## src/rtl/smbus_host_pkg.sv

```systemverilog
package smbus_host_pkg;

  localparam int WIN_BYTES = 8;
  localparam int WIN_IDX_W = $clog2(WIN_BYTES);
  localparam int REG_AW    = WIN_IDX_W + 1;
  localparam int MAX_BLOCK = 32;
  localparam int LEN_W     = $clog2(MAX_BLOCK + 1);

  localparam logic [REG_AW-1:0] OFS_STATUS = REG_AW'(0);
  localparam logic [REG_AW-1:0] OFS_CTRL   = REG_AW'(2);
  localparam logic [REG_AW-1:0] OFS_HOST   = REG_AW'(3);
  localparam logic [REG_AW-1:0] OFS_ADDR   = REG_AW'(4);
  localparam logic [REG_AW-1:0] OFS_CMD    = REG_AW'(5);
  localparam logic [REG_AW-1:0] OFS_COUNT  = REG_AW'(7);

  localparam int ST_ERR   = 1;
  localparam int ST_COLL  = 2;
  localparam int ST_CMPL  = 3;
  localparam int ST_CHUNK = 4;
  localparam logic [7:0] ST_W1C_MASK = 8'h1E;

  localparam logic [2:0] PROTO_QUICK = 3'd0;
  localparam logic [2:0] PROTO_BYTE  = 3'd1;
  localparam logic [2:0] PROTO_BDATA = 3'd2;
  localparam logic [2:0] PROTO_WORD  = 3'd3;
  localparam logic [2:0] PROTO_PCALL = 3'd4;
  localparam logic [2:0] PROTO_BLOCK = 3'd5;

  typedef enum logic [1:0] {
    BUS_START = 2'd0,
    BUS_SEND  = 2'd1,
    BUS_RECV  = 2'd2,
    BUS_STOP  = 2'd3
  } busOp_e;

  // strobes from the sequencer to the register datapath
  typedef struct packed {
    logic                 setCmpl;
    logic                 setErr;
    logic                 setColl;
    logic                 setChunk;
    logic                 wrWin;
    logic [WIN_IDX_W-1:0] winIdx;
    logic                 wrCount;
    logic [LEN_W-1:0]     countVal;
  } dpStrb_t;

  function automatic logic [LEN_W-1:0] clipLen(input logic [7:0] raw);
    return (raw > 8'(MAX_BLOCK)) ? LEN_W'(MAX_BLOCK) : raw[LEN_W-1:0];
  endfunction

endpackage

```

## src/rtl/smbus_host_regs.sv

```systemverilog
module smbus_host_regs
  import smbus_host_pkg::*;
(
  input  logic                 clk,
  input  logic                 rstN,
  input  logic                 regWrEn,
  input  logic [REG_AW-1:0]    regAddr,
  input  logic [7:0]           regWrData,
  output logic [7:0]           regRdData,
  input  dpStrb_t              strb,
  input  logic [7:0]           rxByte,
  input  logic                 busy,
  input  logic                 engaged,
  input  logic [WIN_IDX_W-1:0] winSel,
  output logic                 startStrobe,
  output logic                 killStrobe,
  output logic [2:0]           startProto,
  output logic [7:0]           addrByte,
  output logic [7:0]           cmdByte,
  output logic [7:0]           countByte,
  output logic [7:0]           winByte,
  output logic                 chunkFlag
);

  logic [7:0] statusReg, statusNext;
  logic [1:0] ctlBits;
  logic [2:0] hostProto;
  logic [7:0] addrReg, cmdReg, countReg;
  logic [7:0] win [WIN_BYTES];

  logic                 winHit;
  logic [WIN_IDX_W-1:0] winOfs;
  logic                 stWr, ctlWr, hostWr, addrWr, cmdWr, cntWr;

  assign winHit = regAddr[REG_AW-1];
  assign winOfs = regAddr[WIN_IDX_W-1:0];
  assign stWr   = regWrEn && (regAddr == OFS_STATUS);
  assign ctlWr  = regWrEn && (regAddr == OFS_CTRL);
  assign hostWr = regWrEn && (regAddr == OFS_HOST);
  assign addrWr = regWrEn && (regAddr == OFS_ADDR);
  assign cmdWr  = regWrEn && (regAddr == OFS_CMD);
  assign cntWr  = regWrEn && (regAddr == OFS_COUNT);

  assign killStrobe  = hostWr && regWrData[5];
  assign startStrobe = hostWr && regWrData[4] && !regWrData[5];
  assign startProto  = regWrData[2:0];

  // sticky status: hardware set wins over a same-cycle software clear
  always_comb begin
    statusNext = statusReg;
    if (stWr) statusNext = statusReg & ~(regWrData & ST_W1C_MASK);
    if (strb.setCmpl)  statusNext[ST_CMPL]  = 1'b1;
    if (strb.setErr)   statusNext[ST_ERR]   = 1'b1;
    if (strb.setColl)  statusNext[ST_COLL]  = 1'b1;
    if (strb.setChunk) statusNext[ST_CHUNK] = 1'b1;
  end

  always_ff @(posedge clk) begin
    if (!rstN) begin
      statusReg <= '0;
      ctlBits   <= '0;
      hostProto <= '0;
      addrReg   <= '0;
      cmdReg    <= '0;
      countReg  <= '0;
    end else begin
      statusReg <= statusNext;
      if (ctlWr) ctlBits <= regWrData[6:5];
      if (hostWr && !busy) hostProto <= regWrData[2:0];
      if (addrWr) addrReg <= regWrData;
      if (cmdWr) cmdReg <= regWrData;
      if (strb.wrCount) countReg <= 8'(strb.countVal);
      else if (cntWr) countReg <= regWrData;
    end
  end

  for (genvar g = 0; g < WIN_BYTES; g++) begin : gWin
    always_ff @(posedge clk) begin
      if (!rstN) win[g] <= '0;
      else if (strb.wrWin && strb.winIdx == WIN_IDX_W'(g)) win[g] <= rxByte;
      else if (regWrEn && winHit && winOfs == WIN_IDX_W'(g)) win[g] <= regWrData;
    end
  end

  always_comb begin
    regRdData = '0;
    if (winHit) regRdData = win[winOfs];
    else begin
      case (regAddr)
        OFS_STATUS: regRdData = statusReg;
        OFS_CTRL:   regRdData = {1'b0, ctlBits, 3'b000, engaged, busy};
        OFS_HOST:   regRdData = {5'b0, hostProto};
        OFS_ADDR:   regRdData = addrReg;
        OFS_CMD:    regRdData = cmdReg;
        OFS_COUNT:  regRdData = countReg;
        default:    regRdData = '0;
      endcase
    end
  end

  assign addrByte  = addrReg;
  assign cmdByte   = cmdReg;
  assign countByte = countReg;
  assign winByte   = win[winSel];
  assign chunkFlag = statusReg[ST_CHUNK];

  assert_err_sticky_R8: assert property (@(posedge clk) disable iff (!rstN)
    strb.setErr |=> statusReg[ST_ERR]);

  assert_count_clip_R7: assert property (@(posedge clk) disable iff (!rstN)
    strb.wrCount |=> (countReg <= 8'(MAX_BLOCK)));

  assert_chunk_set_R6: assert property (@(posedge clk) disable iff (!rstN)
    strb.setChunk |=> chunkFlag);

  assert_w1c_keep_R10: assert property (@(posedge clk) disable iff (!rstN)
    (stWr && !regWrData[ST_COLL] && statusReg[ST_COLL]) |=> statusReg[ST_COLL]);

endmodule

```

## src/rtl/smbus_host_ctrl.sv

```systemverilog
module smbus_host_ctrl
  import smbus_host_pkg::*;
(
  input  logic                 clk,
  input  logic                 rstN,
  input  logic                 startStrobe,
  input  logic                 killStrobe,
  input  logic [2:0]           startProto,
  input  logic [7:0]           addrByte,
  input  logic [7:0]           cmdByte,
  input  logic [7:0]           countByte,
  input  logic [7:0]           winByte,
  input  logic                 chunkFlag,
  output logic                 busReq,
  output busOp_e               busOp,
  output logic [7:0]           busTxByte,
  output logic                 busRxAck,
  input  logic                 busDone,
  input  logic                 busAck,
  input  logic                 busLost,
  input  logic [7:0]           busRxByte,
  output dpStrb_t              strb,
  output logic [WIN_IDX_W-1:0] winSel,
  output logic                 busy,
  output logic                 engaged
);

  typedef enum logic [1:0] {S_IDLE, S_REQ, S_WAIT, S_HOLD} state_e;
  typedef enum logic [3:0] {
    PH_START, PH_QADDR, PH_ADDRW, PH_CMD, PH_BCOUNT, PH_WDATA,
    PH_RSTART, PH_ADDRR, PH_RCOUNT, PH_RDATA, PH_STOP
  } phase_e;

  state_e           state, nState;
  phase_e           phase, nPhase;
  logic [2:0]       proto, nProto;
  logic             rdMode, nRd;
  logic [7:0]       addrLat, nAddr;
  logic [LEN_W-1:0] idx, nIdx, len, nLen, total, rxLen;
  logic             errEnd, nErr, nEng;
  logic             lastByte, chunkEdge;

  always_comb begin
    unique case (proto)
      PROTO_BYTE, PROTO_BDATA: total = LEN_W'(1);
      PROTO_WORD, PROTO_PCALL: total = LEN_W'(2);
      PROTO_BLOCK:             total = len;
      default:                 total = '0;
    endcase
  end

  assign lastByte  = (LEN_W'(idx + 1'b1) == total);
  assign chunkEdge = (proto == PROTO_BLOCK) &&
                     (idx[WIN_IDX_W-1:0] == WIN_IDX_W'(WIN_BYTES - 1));
  assign rxLen     = clipLen(busRxByte);
  assign winSel    = idx[WIN_IDX_W-1:0];
  assign busReq    = (state == S_REQ);
  assign busy      = (state != S_IDLE);

  // operation and byte follow the phase; stable through the wait
  always_comb begin
    busOp     = BUS_SEND;
    busTxByte = '0;
    busRxAck  = 1'b1;
    unique case (phase)
      PH_START, PH_RSTART: busOp = BUS_START;
      PH_QADDR:  busTxByte = addrLat;
      PH_ADDRW:  busTxByte = {addrLat[7:1], 1'b0};
      PH_CMD:    busTxByte = cmdByte;
      PH_BCOUNT: busTxByte = 8'(len);
      PH_WDATA:  busTxByte = winByte;
      PH_ADDRR:  busTxByte = {addrLat[7:1], 1'b1};
      PH_RCOUNT: busOp = BUS_RECV;
      PH_RDATA: begin
        busOp    = BUS_RECV;
        busRxAck = !lastByte;
      end
      PH_STOP:   busOp = BUS_STOP;
      default:   busOp = BUS_STOP;
    endcase
  end

  always_comb begin
    nState = state;  nPhase = phase;  nProto = proto;  nRd = rdMode;
    nAddr  = addrLat; nIdx  = idx;    nLen   = len;    nErr = errEnd;
    nEng   = engaged;
    strb          = '0;
    strb.winIdx   = idx[WIN_IDX_W-1:0];
    strb.countVal = rxLen;
    unique case (state)
      S_IDLE: begin
        if (startStrobe && startProto <= PROTO_BLOCK) begin
          nState = S_REQ;  nPhase = PH_START;  nProto = startProto;
          nRd    = addrByte[0];  nAddr = addrByte;
          nIdx   = '0;  nLen = '0;  nErr = 1'b0;
        end
      end
      S_REQ:  nState = S_WAIT;
      S_HOLD: if (!chunkFlag) nState = S_REQ;
      S_WAIT: begin
        if (busDone) begin
          nState = S_REQ;
          if (busLost) begin
            strb.setColl = 1'b1;
            nState = S_IDLE;
            nEng   = 1'b0;
          end else if (busOp == BUS_SEND && !busAck) begin
            strb.setErr = 1'b1;
            nErr   = 1'b1;
            nPhase = PH_STOP;
          end else begin
            unique case (phase)
              PH_START: begin
                nEng   = 1'b1;
                nPhase = (proto == PROTO_QUICK) ? PH_QADDR : PH_ADDRW;
              end
              PH_QADDR:  nPhase = PH_STOP;
              PH_ADDRW:  nPhase = PH_CMD;
              PH_CMD: begin
                nIdx = '0;
                if (proto == PROTO_PCALL) nPhase = PH_WDATA;
                else if (rdMode) nPhase = PH_RSTART;
                else if (proto == PROTO_BLOCK) begin
                  nPhase = PH_BCOUNT;
                  nLen   = clipLen(countByte);
                end
                else if (proto == PROTO_BYTE) nPhase = PH_STOP;
                else nPhase = PH_WDATA;
              end
              PH_BCOUNT: nPhase = (len == '0) ? PH_STOP : PH_WDATA;
              PH_WDATA: begin
                nIdx = LEN_W'(idx + 1'b1);
                if (lastByte) begin
                  if (proto == PROTO_PCALL) begin
                    nPhase = PH_RSTART;
                    nIdx   = '0;
                  end else nPhase = PH_STOP;
                end else if (chunkEdge) begin
                  strb.setChunk = 1'b1;
                  nState = S_HOLD;
                end
              end
              PH_RSTART: nPhase = PH_ADDRR;
              PH_ADDRR: begin
                nIdx   = '0;
                nPhase = (proto == PROTO_BLOCK) ? PH_RCOUNT : PH_RDATA;
              end
              PH_RCOUNT: begin
                strb.wrCount = 1'b1;
                nLen   = rxLen;
                nPhase = (rxLen == '0) ? PH_STOP : PH_RDATA;
              end
              PH_RDATA: begin
                strb.wrWin = 1'b1;
                nIdx = LEN_W'(idx + 1'b1);
                if (lastByte) nPhase = PH_STOP;
                else if (chunkEdge) begin
                  strb.setChunk = 1'b1;
                  nState = S_HOLD;
                end
              end
              PH_STOP: begin
                nEng   = 1'b0;
                nState = S_IDLE;
                if (!errEnd) strb.setCmpl = 1'b1;
              end
              default: nState = S_IDLE;
            endcase
          end
        end
      end
      default: nState = S_IDLE;
    endcase
    if (killStrobe) begin
      nState = S_IDLE;
      nEng   = 1'b0;
    end
  end

  always_ff @(posedge clk) begin
    if (!rstN) begin
      state   <= S_IDLE;
      phase   <= PH_START;
      proto   <= '0;
      rdMode  <= 1'b0;
      addrLat <= '0;
      idx     <= '0;
      len     <= '0;
      errEnd  <= 1'b0;
      engaged <= 1'b0;
    end else begin
      state   <= nState;
      phase   <= nPhase;
      proto   <= nProto;
      rdMode  <= nRd;
      addrLat <= nAddr;
      idx     <= nIdx;
      len     <= nLen;
      errEnd  <= nErr;
      engaged <= nEng;
    end
  end

  assert_req_pulse_R11: assert property (@(posedge clk) disable iff (!rstN)
    busReq |=> !busReq);

  assert_start_ignored_R11: assert property (@(posedge clk) disable iff (!rstN)
    (busy && startStrobe) |=> ($stable(proto) && $stable(addrLat)));

  assert_kill_idle_R12: assert property (@(posedge clk) disable iff (!rstN)
    killStrobe |=> (!busy && !engaged));

  assert_lost_idle_R9: assert property (@(posedge clk) disable iff (!rstN)
    (state == S_WAIT && busDone && busLost) |=> (!busy && !busReq));

  assert_hold_quiet_R6: assert property (@(posedge clk) disable iff (!rstN)
    (state == S_HOLD && chunkFlag) |=> !busReq);

endmodule

```

## src/rtl/smbus_host.sv

```systemverilog
module smbus_host
  import smbus_host_pkg::*;
(
  input  logic       clk,
  input  logic       rstN,
  input  logic       regWrEn,
  input  logic [3:0] regAddr,
  input  logic [7:0] regWrData,
  output logic [7:0] regRdData,
  output logic       busReq,
  output logic [1:0] busOp,
  output logic [7:0] busTxByte,
  output logic       busRxAck,
  input  logic       busDone,
  input  logic       busAck,
  input  logic       busLost,
  input  logic [7:0] busRxByte
);

  dpStrb_t              strb;
  busOp_e               busOpE;
  logic [WIN_IDX_W-1:0] winSel;
  logic                 startStrobe, killStrobe, chunkFlag, busy, engaged;
  logic [2:0]           startProto;
  logic [7:0]           addrByte, cmdByte, countByte, winByte;

  assign busOp = busOpE;

  smbus_host_regs u_regs (
    .clk         (clk),
    .rstN        (rstN),
    .regWrEn     (regWrEn),
    .regAddr     (regAddr),
    .regWrData   (regWrData),
    .regRdData   (regRdData),
    .strb        (strb),
    .rxByte      (busRxByte),
    .busy        (busy),
    .engaged     (engaged),
    .winSel      (winSel),
    .startStrobe (startStrobe),
    .killStrobe  (killStrobe),
    .startProto  (startProto),
    .addrByte    (addrByte),
    .cmdByte     (cmdByte),
    .countByte   (countByte),
    .winByte     (winByte),
    .chunkFlag   (chunkFlag)
  );

  smbus_host_ctrl u_ctrl (
    .clk         (clk),
    .rstN        (rstN),
    .startStrobe (startStrobe),
    .killStrobe  (killStrobe),
    .startProto  (startProto),
    .addrByte    (addrByte),
    .cmdByte     (cmdByte),
    .countByte   (countByte),
    .winByte     (winByte),
    .chunkFlag   (chunkFlag),
    .busReq      (busReq),
    .busOp       (busOpE),
    .busTxByte   (busTxByte),
    .busRxAck    (busRxAck),
    .busDone     (busDone),
    .busAck      (busAck),
    .busLost     (busLost),
    .busRxByte   (busRxByte),
    .strb        (strb),
    .winSel      (winSel),
    .busy        (busy),
    .engaged     (engaged)
  );

endmodule

```

## config.mk

```make
export PLATFORM = sky130hd
export DESIGN_NAME = smbus_host
export DESIGN_NICKNAME = d
export VERILOG_FILES = /design/src/rtl/smbus_host_pkg.sv /design/src/rtl/smbus_host_regs.sv /design/src/rtl/smbus_host_ctrl.sv /design/src/rtl/smbus_host.sv
export SDC_FILE = /design/constraint.sdc
export NUM_CORES = 1
export LEC_CHECK = 0
export ABC_AREA = 1
export BUFFER_PORTS_ARGS = -buffer_cell sky130_fd_sc_hd__buf_4
export CORE_AREA = 10 10 176 161
export DETAILED_ROUTE_END_ITERATION = 6
export DIE_AREA = 0 0 186 171
export GPL_ROUTABILITY_DRIVEN = 1
export REMOVE_ABC_BUFFERS = 1
export SLEW_MARGIN = 20
export SYNTH_ARGS = -nofsm -noshare
export SYNTH_HDL_FRONTEND = slang
export SYNTH_SLANG_ARGS = --single-unit
```

## constraint.sdc

```tcl
create_clock -name clk -period 2.2 [get_ports clk]
set_input_delay 0.44 -clock clk [delete_from_list [all_inputs] [get_ports clk]]
set_output_delay 0.44 -clock clk [all_outputs]
set_load 0.01 [all_outputs]
```

==> impl_metrics.json <==
{
  "outcome": "finished, violations left",
  "violations": "negative setup slack",
  "h-tree-depth": 4,
  "drtIter0Drc": 780,
  "clock-sinks": 131,
  "drc": 0,
  "ant_nets": 0,
  "cts_max_path_buffers": 2,
  "synth_warnings": 0,
  "fin_crit_ns": 2.285,
  "powerDensity_mw_per_mm2": 736.7,
  "clock-root-buffer": "clkbuf_16",
  "report.final.slew_viol_count": 0,
  "slew_headroom": 0.6513,
  "p_leak_nw": 4.185,
  "synthDistinctLibCells": 45,
  "gr-usage-all-layers": 0.1914,
  "async_flop_share": 0,
  "fin_ws_ns": -0.08522,
  "drv_cap": 0,
  "synth_ff_type": "dfxtp_1",
  "rsz0062_at_grt": "true",
  "hold_class": "input port to flip-flop",
  "p_int_mw": 5.249,
  "nNetsFinal": 1216,
  "start_kind": "flip-flop",
  "synthCells": 1023,
  "crit_chain": "buf_6, clkinvlp_4, ha_4, nand4_1, nand3_2, nor2_4, nand3_2, buf_6",
  "p_clk_frac": 0.367,
  "vdd_ir_drop_max_mv": 0.4981,
  "antenna_found_initial": 0,
  "port_buffers": 45,
  "grt_pass1_vias": 7973,
  "critPathMaxFanout": 4,
  "initial_core_util": 0.3141,
  "num_rows": 55,
  "fmax_mhz": 437.6,
  "synthToLayoutAreaGrowth_pct": 39.86,
  "clk_latency_ns": 0.43,
  "drive_above_1_share": 0.3252,
  "ys_seq_area_frac": 0.4193,
  "final.setup.tns_ns": -0.3491,
  "fin_crit_sh": 1.039,
  "via_per_inst": 5.555,
  "comb_power_share": 0.279,
  "io_pins": 46,
  "critPathKind": "flip-flop to primary output",
  "seq_power_share": 0.355,
  "slowest_stage": "dfxtp_2",
  "wire_per_inst_um": 20.20,
  "die_y_um": 171,
  "first_pass_iters": 6,
  "yosys.area.top_type": "edfxtp_1",
  "vias": 8366,
  "sw_frac_of_total": 0.3454,
  "placed_cells": 1440,
  "gp_congestion": 1.008,
  "core-area_mm2": 0.02477,
  "diodes": 0,
  "synth_edf_count": 64,
  "fp.dieW_um": 186,
  "synth_top_area_share": 0.2469,
  "max_stage_delay_ns": 0.37,
  "setup_viol": 9,
  "grt_start_max_net_pins": 43,
  "required_ns": 1.76,
  "crit_arrival_ns": 1.85,
  "wl_um": 30420,
  "instances_no_fill": 1506,
  "tightest_slew_ns": 0.5225,
  "skew_ns": 0.01322,
  "end_kind": "primary output",
  "cts_made_buffers": 17,
  "synth.area.top_cells": "edfxtp_1 (25%), dfxtp_1 (17%), nand2_1 (8.6%)",
  "cts.reportedPaths.clkPinSlew_ns": 0.07,
  "dpl.hpwl_um": 22860,
  "grt-ovfl-total": 0,
  "hold_violations": 0,
  "switchingPower_mw": 2.769,
  "die_area_mm2": 0.03181,
  "syn-cell-area_mm2": 0.007782,
  "grt_pass1_wl_um": 46520,
  "tritoncts": "done",
  "avgSynthCellArea_um2": 7.607,
  "dp_worst_setup_slack_ns": -0.1868,
  "synth-seq-cells": 131
}
==> cell usage after synthesis (all sizes together) (13+ instances only) <==
master,number
a22oi,19
buf,13
o211ai,13
o22ai,71
inv,113
nand4,16
a21oi,93
clkbuf,25
nand2,187
nand3,75
o21ai,92
dfxtp,67
edfxtp,64
nor2,114
==> state kept, by name, indices dropped and copies added, names as in the netlist, named ones only <==
name,flops
u_ctrl.addrLat,8
u_ctrl.engaged,1
u_ctrl.errEnd,1
u_ctrl.idx,6
u_ctrl.len,6
u_ctrl.phase,4
u_ctrl.proto,3
u_ctrl.state,2
u_regs.addrByte,8
u_regs.cmdByte,8
u_regs.countByte,8
u_regs.ctlBits,2
u_regs.hostProto,3
u_regs.statusReg,4
u_regs.win,64
==> timing repair <==
| action | 4_1_cts | 5_1_grt |
|---|---|---|
| hold buffers | 0 | 0 |
| buffers inserted | 18 | 12 |
| gates resized for setup | 140 | 97 |
| endpoints found under the setup margin | 17 | 107 |
| cloned | 5 | 1 |
| pin swaps | 41 | 56 |
==> cell type report <==
type,instances,area (um^2)
Clock inverter,15,180.2
Inverter,125,508.0
Clock buffer,17,425.4
Tap cell,313,391.6
Sequential cell,131,3294
Fill cell,2453,13890
Multi-Input combinational cell,729,4437
Timing Repair Buffer,175,1640
Timing Repair inverter,1,7.507
==> path summary, 6_finish.rpt <==
| check | start | endpoint | slack, ns | cells past startpoint |
|---|---|---|---|---|
| worst max register to register | u_ctrl.idx[0] | u_regs.win[6][0] | 0.10 | 11 |
| worst min register to register | u_regs.ctlBits[0] | u_regs.ctlBits[0] | 0.45 | 2 |
| worst min-delay path | regWrData[6] | u_regs.addrByte[6] | 0.32 | 3 |
| worst max-delay path | u_ctrl.idx[0] | busRxAck | -0.09 | 8 |
==> routing by layer <==
metal  GRT usage  wire length, um  up-vias
met3     0.03817             2420       64
met4     0.06270              859        0
met1      0.2521            12970     3955
met2      0.3064            14180      414
met5           0                0        -
li1            -                -     3933
==> power groups by stage <==
| stage | clock network, mW | logic, mW | registers (mW) |
|---|---|---|---|
| 6_report | 2.94 | 2.23 | 2.85 |
| 5_1_grt | 3.08 | 2.44 | 2.85 |
| 4_1_cts | 2.95 | 2.11 | 2.82 |
| 3_5_place_dp | 0 | 1.83 | 2.85 |
| 3_3_place_gp | 0 | 1.83 | 2.85 |
| 2_1_floorplan | 0 | 1.02 | 2.83 |
==> cells by family (layout without fill, tap and decap cells) <==
kind of cell | Yosys count | in the layout | share of synthesized area
XOR/XNOR | 2 | 2 | 0.002251
AND/OR/NAND/NOR | 400 | 400 | 0.2392
adder cells (fa/ha/maj) | 10 | 10 | 0.01608
flip-flops | 131 | 131 | 0.4193
buffers and inverters | 163 | 333 | 0.08296
AO/OA/AOI/OAI | 317 | 317 | 0.2402
==> critical path, delay by kind of cell (launching register included) <==
family,cells,cell delay [ns]
flops,1,0.37
simple gates,4,0.42
buf+inv,3,0.37
fa+ha+maj,1,0.27
==> metrics by stage <==
step           hold WS (ns)  power [mW]  utilization  instance area [um^2]
3_5_place_dp         0.4483       4.680       0.3694                  9153
4_1_cts              0.3157       7.887       0.4229                 10480
3_3_place_gp         0.4450       4.687       0.3694                  9153
2_1_floorplan        0.4291       3.854            -                  7607
5_1_grt              0.3176       8.372       0.4393                 10880
6_report             0.3237       8.018       0.4393                 10880
==> placed cells by master (no fill, tap or decap), drive strengths merged, types with 2 or more instances in the layout <==
cell type / synthesis / final
nand2: 187 / 187
buf: 13 / 174
inv: 113 / 120
nor2: 114 / 114
a21oi: 93 / 93
o21ai: 92 / 92
nand3: 75 / 75
o22ai: 71 / 71
dfxtp: 67 / 67
edfxtp: 64 / 64
a22oi: 19 / 19
clkbuf: 25 / 18
nand4: 16 / 16
clkinv: 12 / 15
o211ai: 13 / 13
o221ai: 11 / 11
ha: 10 / 10
nor3: 7 / 7
clkinvlp: 0 / 5
a211oi: 5 / 5
a221oi: 3 / 3
o2111ai: 3 / 3
o2bb2ai: 2 / 2
(Power assumes the default switching activity.)
